===== src/rtl/swdb_pkg.sv =====
package swdb_pkg;

  // Terminal value of the prescaler count for a given division ratio.
  function automatic int unsigned tick_last(input int unsigned div);
    return (div < 2) ? 32'd1 : div - 32'd1;
  endfunction

  // Next run length: grows on agreement, collapses on disagreement.
  function automatic int unsigned run_next(input int unsigned run, input logic same);
    return same ? run + 32'd1 : 32'd0;
  endfunction

  // True when a run of the given length completes the acceptance rule.
  function automatic logic run_complete(input int unsigned run, input int unsigned need);
    return run >= need;
  endfunction

endpackage


===== src/rtl/swdb_sync.sv =====
module swdb_sync #(
  parameter int STAGES = 2
) (
  input  logic clk,
  input  logic rst,
  input  logic d_i,
  output logic q_o
);
  localparam int LAST = STAGES - 1;

  logic [LAST:0] chain_q;

  always_ff @(posedge clk) begin
    if (rst) chain_q <= {STAGES{d_i}};
    else     chain_q <= {chain_q[LAST-1:0], d_i};
  end

  assign q_o = chain_q[LAST];


  sync_delay_chk: assert property (@(posedge clk) disable iff (rst)
    !$past(rst) |-> (chain_q[0] == $past(d_i)));
endmodule


===== src/rtl/swdb_tick_gen.sv =====
module swdb_tick_gen #(
  parameter int TICK_DIV = 135000
) (
  input  logic clk,
  input  logic rst,
  output logic tick_o
);
  import swdb_pkg::*;

  localparam int CNT_W = (TICK_DIV < 2) ? 1 : $clog2(TICK_DIV);
  localparam logic [CNT_W-1:0] CNT_LAST = CNT_W'(tick_last(TICK_DIV));

  logic [CNT_W-1:0] cnt_q;
  logic             wrap_w;

  assign wrap_w = (cnt_q == CNT_LAST);
  assign tick_o = wrap_w;

  always_ff @(posedge clk) begin
    if (rst || wrap_w) cnt_q <= '0;
    else               cnt_q <= cnt_q + 1'b1;
  end


  tick_spacing_chk: assert property (@(posedge clk) disable iff (rst)
    tick_o |=> !tick_o);


  cnt_bound_chk: assert property (@(posedge clk) disable iff (rst)
    cnt_q <= CNT_LAST);
endmodule


===== src/rtl/swdb_run_tracker.sv =====
module swdb_run_tracker #(
  parameter int MATCH_RUN = 4
) (
  input  logic clk,
  input  logic rst,
  input  logic init_i,
  input  logic tick_i,
  input  logic samp_i,
  output logic level_o
);
  import swdb_pkg::*;

  localparam int RUN_W = $clog2(MATCH_RUN + 1);

  logic             prev_q;
  logic             level_q;
  logic [RUN_W-1:0] run_q;

  // Named internal events for the checks below
  logic        same_w;
  logic        accept_w;
  int unsigned run_nx_w;

  assign same_w   = (samp_i == prev_q);
  assign run_nx_w = run_next(32'(run_q), same_w);
  assign accept_w = tick_i && run_complete(run_nx_w, MATCH_RUN);

  always_ff @(posedge clk) begin
    if (rst) begin
      prev_q  <= init_i;
      level_q <= init_i;
      run_q   <= '0;
    end else if (tick_i) begin
      prev_q <= samp_i;
      if (accept_w) begin
        level_q <= samp_i;
        run_q   <= '0;
      end else begin
        run_q <= RUN_W'(run_nx_w);
      end
    end
  end

  assign level_o = level_q;


  run_bound_chk: assert property (@(posedge clk) disable iff (rst)
    run_q < RUN_W'(MATCH_RUN));


  run_idle_chk: assert property (@(posedge clk) disable iff (rst)
    !tick_i |=> $stable(run_q));


  run_clear_chk: assert property (@(posedge clk) disable iff (rst)
    (tick_i && !same_w) |=> (run_q == '0));


  level_on_tick_chk: assert property (@(posedge clk) disable iff (rst)
    !tick_i |=> $stable(level_q));


  level_accept_chk: assert property (@(posedge clk) disable iff (rst)
    (tick_i && accept_w) |=> (level_q == $past(samp_i)) && (run_q == '0));
endmodule


===== src/rtl/swdb_spike_filter.sv =====
module swdb_spike_filter (
  input  logic clk,
  input  logic rst,
  input  logic init_i,
  input  logic d_i,
  output logic q_o
);
  logic stage1_q;
  logic out_q;
  logic agree_w;

  assign agree_w = (stage1_q == d_i);

  always_ff @(posedge clk) begin
    if (rst) begin
      stage1_q <= init_i;
      out_q    <= init_i;
    end else begin
      stage1_q <= d_i;
      if (agree_w) out_q <= d_i;
    end
  end

  assign q_o = out_q;


  spike_gate_chk: assert property (@(posedge clk) disable iff (rst)
    (!$past(rst) && (out_q != $past(out_q))) |->
      ($past(stage1_q) == out_q) && ($past(d_i) == out_q));
endmodule


===== src/rtl/switch_debouncer.sv =====
module switch_debouncer #(
  parameter int TICK_DIV    = 135000,
  parameter int MATCH_RUN   = 4,
  parameter int SYNC_STAGES = 2
) (
  input  logic clk,
  input  logic rst,
  input  logic sw_raw,
  output logic sw_clean
);
  logic synced_w;
  logic tick_w;
  logic level_w;

  swdb_sync #(.STAGES(SYNC_STAGES)) u_sync (
    .clk (clk),
    .rst (rst),
    .d_i (sw_raw),
    .q_o (synced_w)
  );

  swdb_tick_gen #(.TICK_DIV(TICK_DIV)) u_tick (
    .clk    (clk),
    .rst    (rst),
    .tick_o (tick_w)
  );

  swdb_run_tracker #(.MATCH_RUN(MATCH_RUN)) u_track (
    .clk     (clk),
    .rst     (rst),
    .init_i  (sw_raw),
    .tick_i  (tick_w),
    .samp_i  (synced_w),
    .level_o (level_w)
  );

  swdb_spike_filter u_filt (
    .clk    (clk),
    .rst    (rst),
    .init_i (sw_raw),
    .d_i    (level_w),
    .q_o    (sw_clean)
  );


  reset_level_chk: assert property (@(posedge clk)
    rst |=> (sw_clean == $past(sw_raw)));
endmodule


===== config.mk =====
export PLATFORM = sky130hd
export DESIGN_NAME = switch_debouncer
export DESIGN_NICKNAME = d
export VERILOG_FILES = /design/src/rtl/swdb_pkg.sv /design/src/rtl/swdb_sync.sv /design/src/rtl/swdb_tick_gen.sv /design/src/rtl/swdb_run_tracker.sv /design/src/rtl/swdb_spike_filter.sv /design/src/rtl/switch_debouncer.sv
export SDC_FILE = /design/constraint.sdc
export NUM_CORES = 1
export LEC_CHECK = 0
export BUFFER_PORTS_ARGS = -buffer_cell sky130_fd_sc_hd__buf_2
export CAP_MARGIN = 15
export CORE_MARGIN = 5
export CORE_UTILIZATION = 35
export CTS_CLUSTER_SIZE = 28
export DETAILED_ROUTE_END_ITERATION = 8
export SETUP_SLACK_MARGIN = 0.4
export SYNTH_ARGS = -nofsm -noshare
export SYNTH_HDL_FRONTEND = slang
export SYNTH_SLANG_ARGS = --single-unit

===== constraint.sdc =====
create_clock -name clk -period 2.4 [get_ports clk]
set_clock_uncertainty 0.15 [all_clocks]
set_input_delay 0.12 -clock clk [delete_from_list [all_inputs] [get_ports clk]]
set_output_delay 0.12 -clock clk [all_outputs]
set_load 0.01 [all_outputs]

==> results.md, run 1 <==
* Outcome: complete, no violations
* Max-slew violations at 0
* Syn-to-layout area delta at 12.6%
* Via Count at 926
* Avg Cell Area, Syn at 9.56 um2
* CTS Buf Count at 3
* Worst setup SP type: flop
* Fin worst setup slack at 0.511 ns
* GRT Max-Usage Layer: met2
* Max_cap viols at 0
* Antenna Nets Post-Route at 0
* Total GRT Usage at 10.9%
* Post-CTS Repair Setup Buffers at 0
* GR Util met1 at 12.5%
* Sw power at 0.000176 W
* Clock power frac at 28.9%
* Share of cells above drive strength 1 at 15.4%
* Max Freq at 0.529 GHz
* Met3 Track Usage GR at 2.43%
* Commonest cells in the netlist: dfxtp_1 (24), nor2_1 (19), nand2_1 (11), xnor2_1 (11), nor4_1 (7)
* Via/cell ratio at 5.09
* FFs w/ async S/R, synth at 0%
* Arrival time of the worst setup path at 1.80 ns
* Clock Sinks at 27
* Core Box Area at 3340 um2
* Cell area after layout at 1370 um2
* DP Area at 1290 um2
* Chip height at 68.9 um
* First-pass GRT wire length at 3770 um
* Yosys top cell by area: dfxtp_1
* Final Wtd Congestion at 0.847
* Drt wl/cell at 12.8 um
* Final Hold Viols at 0
* Port-buffer cells at 3
* Pleak at 0.491 nW
* Top_reg_cell synth: dfxtp_1
* Initial antenna violation count at 0
* Combinational Power Share at 5.2%
* Worst slew margin at 71.3%
* Peak supply drop at 0.174 mV
* Cell internal pwr at 0.000550 W
* Fin nets at 142
* CP Data Required Time at 2.31 ns
* DP HPWL at 1620 um
* Register area share after synthesis at 47.0%
* Final Cycle Share at 78.7%
* Netlist cell types at 35
* Setup violators final at 0
* H-tree Lvls at 1
* Worst min path class: in -> reg
* Pwr Density at 531 nW/um2
* Clock slew at reported path FFs at 0.15 ns
* Setup TNS at 0 ns
* Top cells by area, synth: dfxtp_1 (40%), xnor2_1 (7.9%), edfxtp_1 (7.4%)
* Syn nets at 132
* Flop and latch count out of synthesis at 27
* IO Count at 4
* Worst-Skew Late Latency at 0.34 ns
* Routed WL at 2340 um
* Critical path peak fanout at 5
* Synthesized area at 1210 um2
* Initial Util at 36.4%
* GRT met2 Usage at 18.6%
* CTS tree: built
* Setup CP Type: reg -> reg
* Die X at 68.9 um
* CP Capture Type: flop
* Area of the die at 4750 um2
* Fin crit period at 1.89 ns
* Total grt overflow at 0
* Cell Rows at 21
* Vias in the first global route at 858
* Most numerous cell in the Yosys netlist: dfxtp_1
* Least-Margin Pin Slew at 0.419 ns
* RSZ-0062 raised after global routing: no
* Setup Slack @ Placement at 0.395 ns
* CTS Buffer Depth at 2
* CTS root buffer: clkbuf_4
* 1st-pass router iterations at 4
* Largest net degree at the start of global routing at 17
* Flop pwr share at 65.9%
* # DRC at 0
* Diodes inserted at 0
* Post-Synthesis Cells at 127
* Post-synth EDFFs at 3
* DR iter-0 viols at 101
* Synth top area share at 39.6%
* Yosys synthesis warning count at 0
* Sw Share at 24.2%
worst paths after layout:
| kind | start | end | slack (ns) | depth (start not counted) |
|---|---|---|---|---|
| min reg2reg | u_sync.chain_q[0] | u_sync.chain_q[1] | 0.31 | 2 |
| min | sw_raw | u_sync.chain_q[0] | 0.27 | 2 |
| max reg2reg | u_tick.cnt_q[0] | u_track.level_o | 0.51 | 5 |
| max | u_tick.cnt_q[0] | u_track.level_o | 0.51 | 5 |
stage by stage:
stage,util [%],power [W],hold slack (ns),std cells
6_report,40.9,0.000726,0.270,182
5_1_grt,40.9,0.000751,0.273,182
4_1_cts,40.4,0.000732,0.265,182
3_5_place_dp,38.7,0.000522,0.0919,176
3_3_place_gp,38.7,0.000520,0.0870,176
2_1_floorplan,-,0.000509,-0.00228,127
power by group through the flow:
stage	Sequential, W	Combinational (W)	Clock (W)
after floorplan	0.000488	0.0000217	0
after global placement	0.000488	0.0000329	0
after detailed placement	0.000488	0.0000340	0
after CTS	0.000478	0.0000377	0.000216
after global routing	0.000480	0.0000427	0.000228
final	0.000478	0.0000380	0.000210
flip-flops by register name (all words and copies together), names as in the netlist:
register	count
u_track.run_q	3
u_filt.stage1_q	1
u_sync.chain_q	2
u_track.level_o	1
u_tick.cnt_q	18
u_filt.q_o	1
u_track.prev_q	1
area by class of cell:
cell class	count	area [um2]
clock buffers	3	22.5
clock inverters	1	7.51
fillers	348	1970
inverters	6	22.5
multi-input cells	92	636
flip-flops and latches	27	571
well taps	46	57.6
repair buffers	7	50.0
worst max-delay path, cell delays in order (launching register included):
cell and delay [ns]:
dfxtp_1 0.40, ha_1 0.26, nand2_2 0.14, nor4_4 0.18
nand4_1 0.18, o31ai_2 0.29
kinds of logic after synthesis:
group,after synthesis,synth area share [%]
and+or+nand+nor,62,29.4
buffers and inverters,8,2.58
xor gates and xnor gates,15,10.8
AOI/OAI and AO/OA,10,5.57
adders and majority gates,2,2.06
muxes,3,2.58
DFF,27,47.0
cell usage in the layout (no fill, tap or decap), drive strengths merged, types with 2 or more instances in the layout:
cell type,count
and3,4
nor2,19
nand3,6
nor4,9
dlygate4sd3,2
dfxtp,24
xnor2,11
xor2,4
ha,2
nor3,4
edfxtp,3
inv,6
clkbuf,3
nand2,11
buf,5
nand4,3
o21ai,4
mux2i,2
repair_timing:
item / 4_1_cts / 5_1_grt
setup endpoints to repair: 7 / 9
hold endpoints to repair: 7 / 0
pin swaps: 2 / 0
hold buffers: 2 / 0
gates resized for setup: 1 / 4
per-layer routing:
layer	vias to the layer above	wire length, um
li1	465	-
met1	448	1120
met2	8	1120
met3	5	45
met4	0	54
met5	-	0
Power figures use the tool's default switching activity.
==> run 2: changes to the inputs <==
clock period = 1.8 ns   (was 2.4 ns; I/O delays follow)
==> results.md, run 2 (synthesis results as in run 1) <==
* Hold_sp: sw_raw
* Critical path peak fanout at 5
* Largest net degree at the start of global routing at 17
* Via/cell ratio at 4.83
* Hold endpoint: u_sync.chain_q[0]
* Clock slew at reported path FFs at 0.16 ns
* Worst setup SP type: flop
* CP Data Required Time at 1.89 ns
* Placed cells at 181
* Antenna Nets Post-Route at 0
* Final Wtd Congestion at 0.769
* CTS Buffer Depth at 2
* Max-slew violations at 0
* Via Count at 999
* CP Capture Type: flop
* Largest Register: u_tick.cnt_q
* Pleak at 0.664 nW
* Setup TNS at 0 ns
* Commonest cells after routing, fill and taps aside: buf_4 (23), nor2_1 (15), xnor2_1 (11), nand2_1 (10), dfxtp_1 (10)
* Min-Delay Path Depth at 2
* Port-buffer cells at 3
* Worst min path class: in -> reg
* Die X at 68.9 um
* Setup Slack @ Placement at 0.140 ns
* R2R Path End: u_track.run_q[0]
* Setup CP Type: reg -> reg
* CTS root buffer: clkbuf_4
* Diodes inserted at 0
* Area of the die at 4750 um2
* Clock Sinks at 27
* Cell Rows at 21
* Max reg flops at 18
* Least-Margin Pin Slew at 0.358 ns
* DR iter-0 viols at 36
* Fin nets at 167
* First-pass GRT wire length at 4680 um
* Cell Count, Final, Fillers Out at 207
* Chip height at 68.9 um
* Fin worst setup slack at 0.170 ns
* Syn-to-layout area delta at 45.5%
* Share of cells above drive strength 1 at 48.4%
* 1st-pass router iterations at 2
* Worst R2R Path Depth at 6
* Arrival time of the worst setup path at 1.72 ns
* Pwr Density at 553 nW/um2
* Initial Util at 36.4%
* Max Freq at 0.614 GHz
* Initial antenna violation count at 0
* Setup violators final at 0
* Final Hold Viols at 0
* DP HPWL at 1750 um
* Core Box Area at 3340 um2
* Final Cycle Share at 90.5%
* R2R Path Start: u_tick.cnt_q[1]
* Worst slew margin at 76.1%
* Most common cell after layout, fill and taps aside: buf_4
* Total GRT Usage at 12.9%
* Max_cap viols at 0
* Drt wl/cell at 13.0 um
* Fin crit period at 1.63 ns
* Routed WL at 2680 um
* Total grt overflow at 0
* CTS Buf Count at 3
* FF-to-FF setup slack at 0.17 ns
* Peak supply drop at 0.222 mV
* IO Count at 4
* RSZ-0062 raised after global routing: yes
* Largest registers: u_tick.cnt_q: 18 flops, u_track.run_q: 3 flops, u_sync.chain_q: 2 flops
* H-tree Lvls at 1
* Vias in the first global route at 1,038
* Hold WS at 0.251 ns
* Tot Pwr at 0.000976 W
* Worst-Skew Late Latency at 0.33 ns
* # DRC at 0
* Outcome: complete, no violations
* CTS tree: built
==> run 2: report_power, final <==
group	switching [W]	leakage [nW]	internal, W	total, W
clock network	0.000183	0.0139	0.0000847	0.000268
registers	0.0000124	0.234	0.000619	0.000631
logic	0.0000388	0.416	0.0000383	0.0000771
total	0.000235	0.664	0.000742	0.000976
==> run 2: final cells by class <==
| type | instances | area [um2] |
|---|---|---|
| clock buffer | 3 | 22.5 |
| clock inverter | 1 | 7.51 |
| fill | 293 | 1570 |
| inverter | 6 | 22.5 |
| multi-input combinational | 92 | 801 |
| sequential | 27 | 608 |
| tap | 46 | 57.6 |
| timing repair buffer | 32 | 246 |
==> run 2: per-layer routing <==
layer / vias up / track usage [%] / part of all wire, %
li1: 512 / - / -
met1: 482 / 16.5 / 46
met2: 3 / 22.5 / 51
met3: 2 / 2.43 / 1.8
met4: 0 / 2.92 / 0.48
met5: - / 0 / 0
==> run 2: worst max-delay path: stages (launching register included) <==
cell	delay, ns
dfxtp_4	0.39
ha_4	0.14
nand2_4	0.06
nor4_4	0.14
nand4_1	0.19
buf_6	0.18
mux2_4	0.29
==> run 2: stage by stage <==
stage	cell area (um2)	utilization, %
after floorplan	1300	-
after global placement	1410	42.3
after detailed placement	1410	42.3
after CTS	1670	50.2
after global routing	1770	52.9
final	1770	52.9
==> run 2: how the worst max path moves through the flow <==
stage / cells past startpoint / to / from
after global placement: 6 / u_track.run_q[0] / u_tick.cnt_q[1]
final: 6 / u_track.run_q[0] / u_tick.cnt_q[1]
after global routing: 4 / u_track.run_q[0] / u_tick.cnt_q[5]
after detailed placement: 5 / u_track.run_q[0] / u_tick.cnt_q[6]
after floorplan: 5 / u_track.level_o / u_tick.cnt_q[1]
after CTS: 5 / u_track.run_q[1] / u_track.run_q[1]
==> run 2: what timing repair did <==
item	4_1_cts	5_1_grt
setup buffers	16	3
resized for setup	24	14
setup endpoints to repair	22	21
gates cloned	1	0
endpoints found under the hold margin	9	0
pin swaps	16	4
hold buffers	2	0
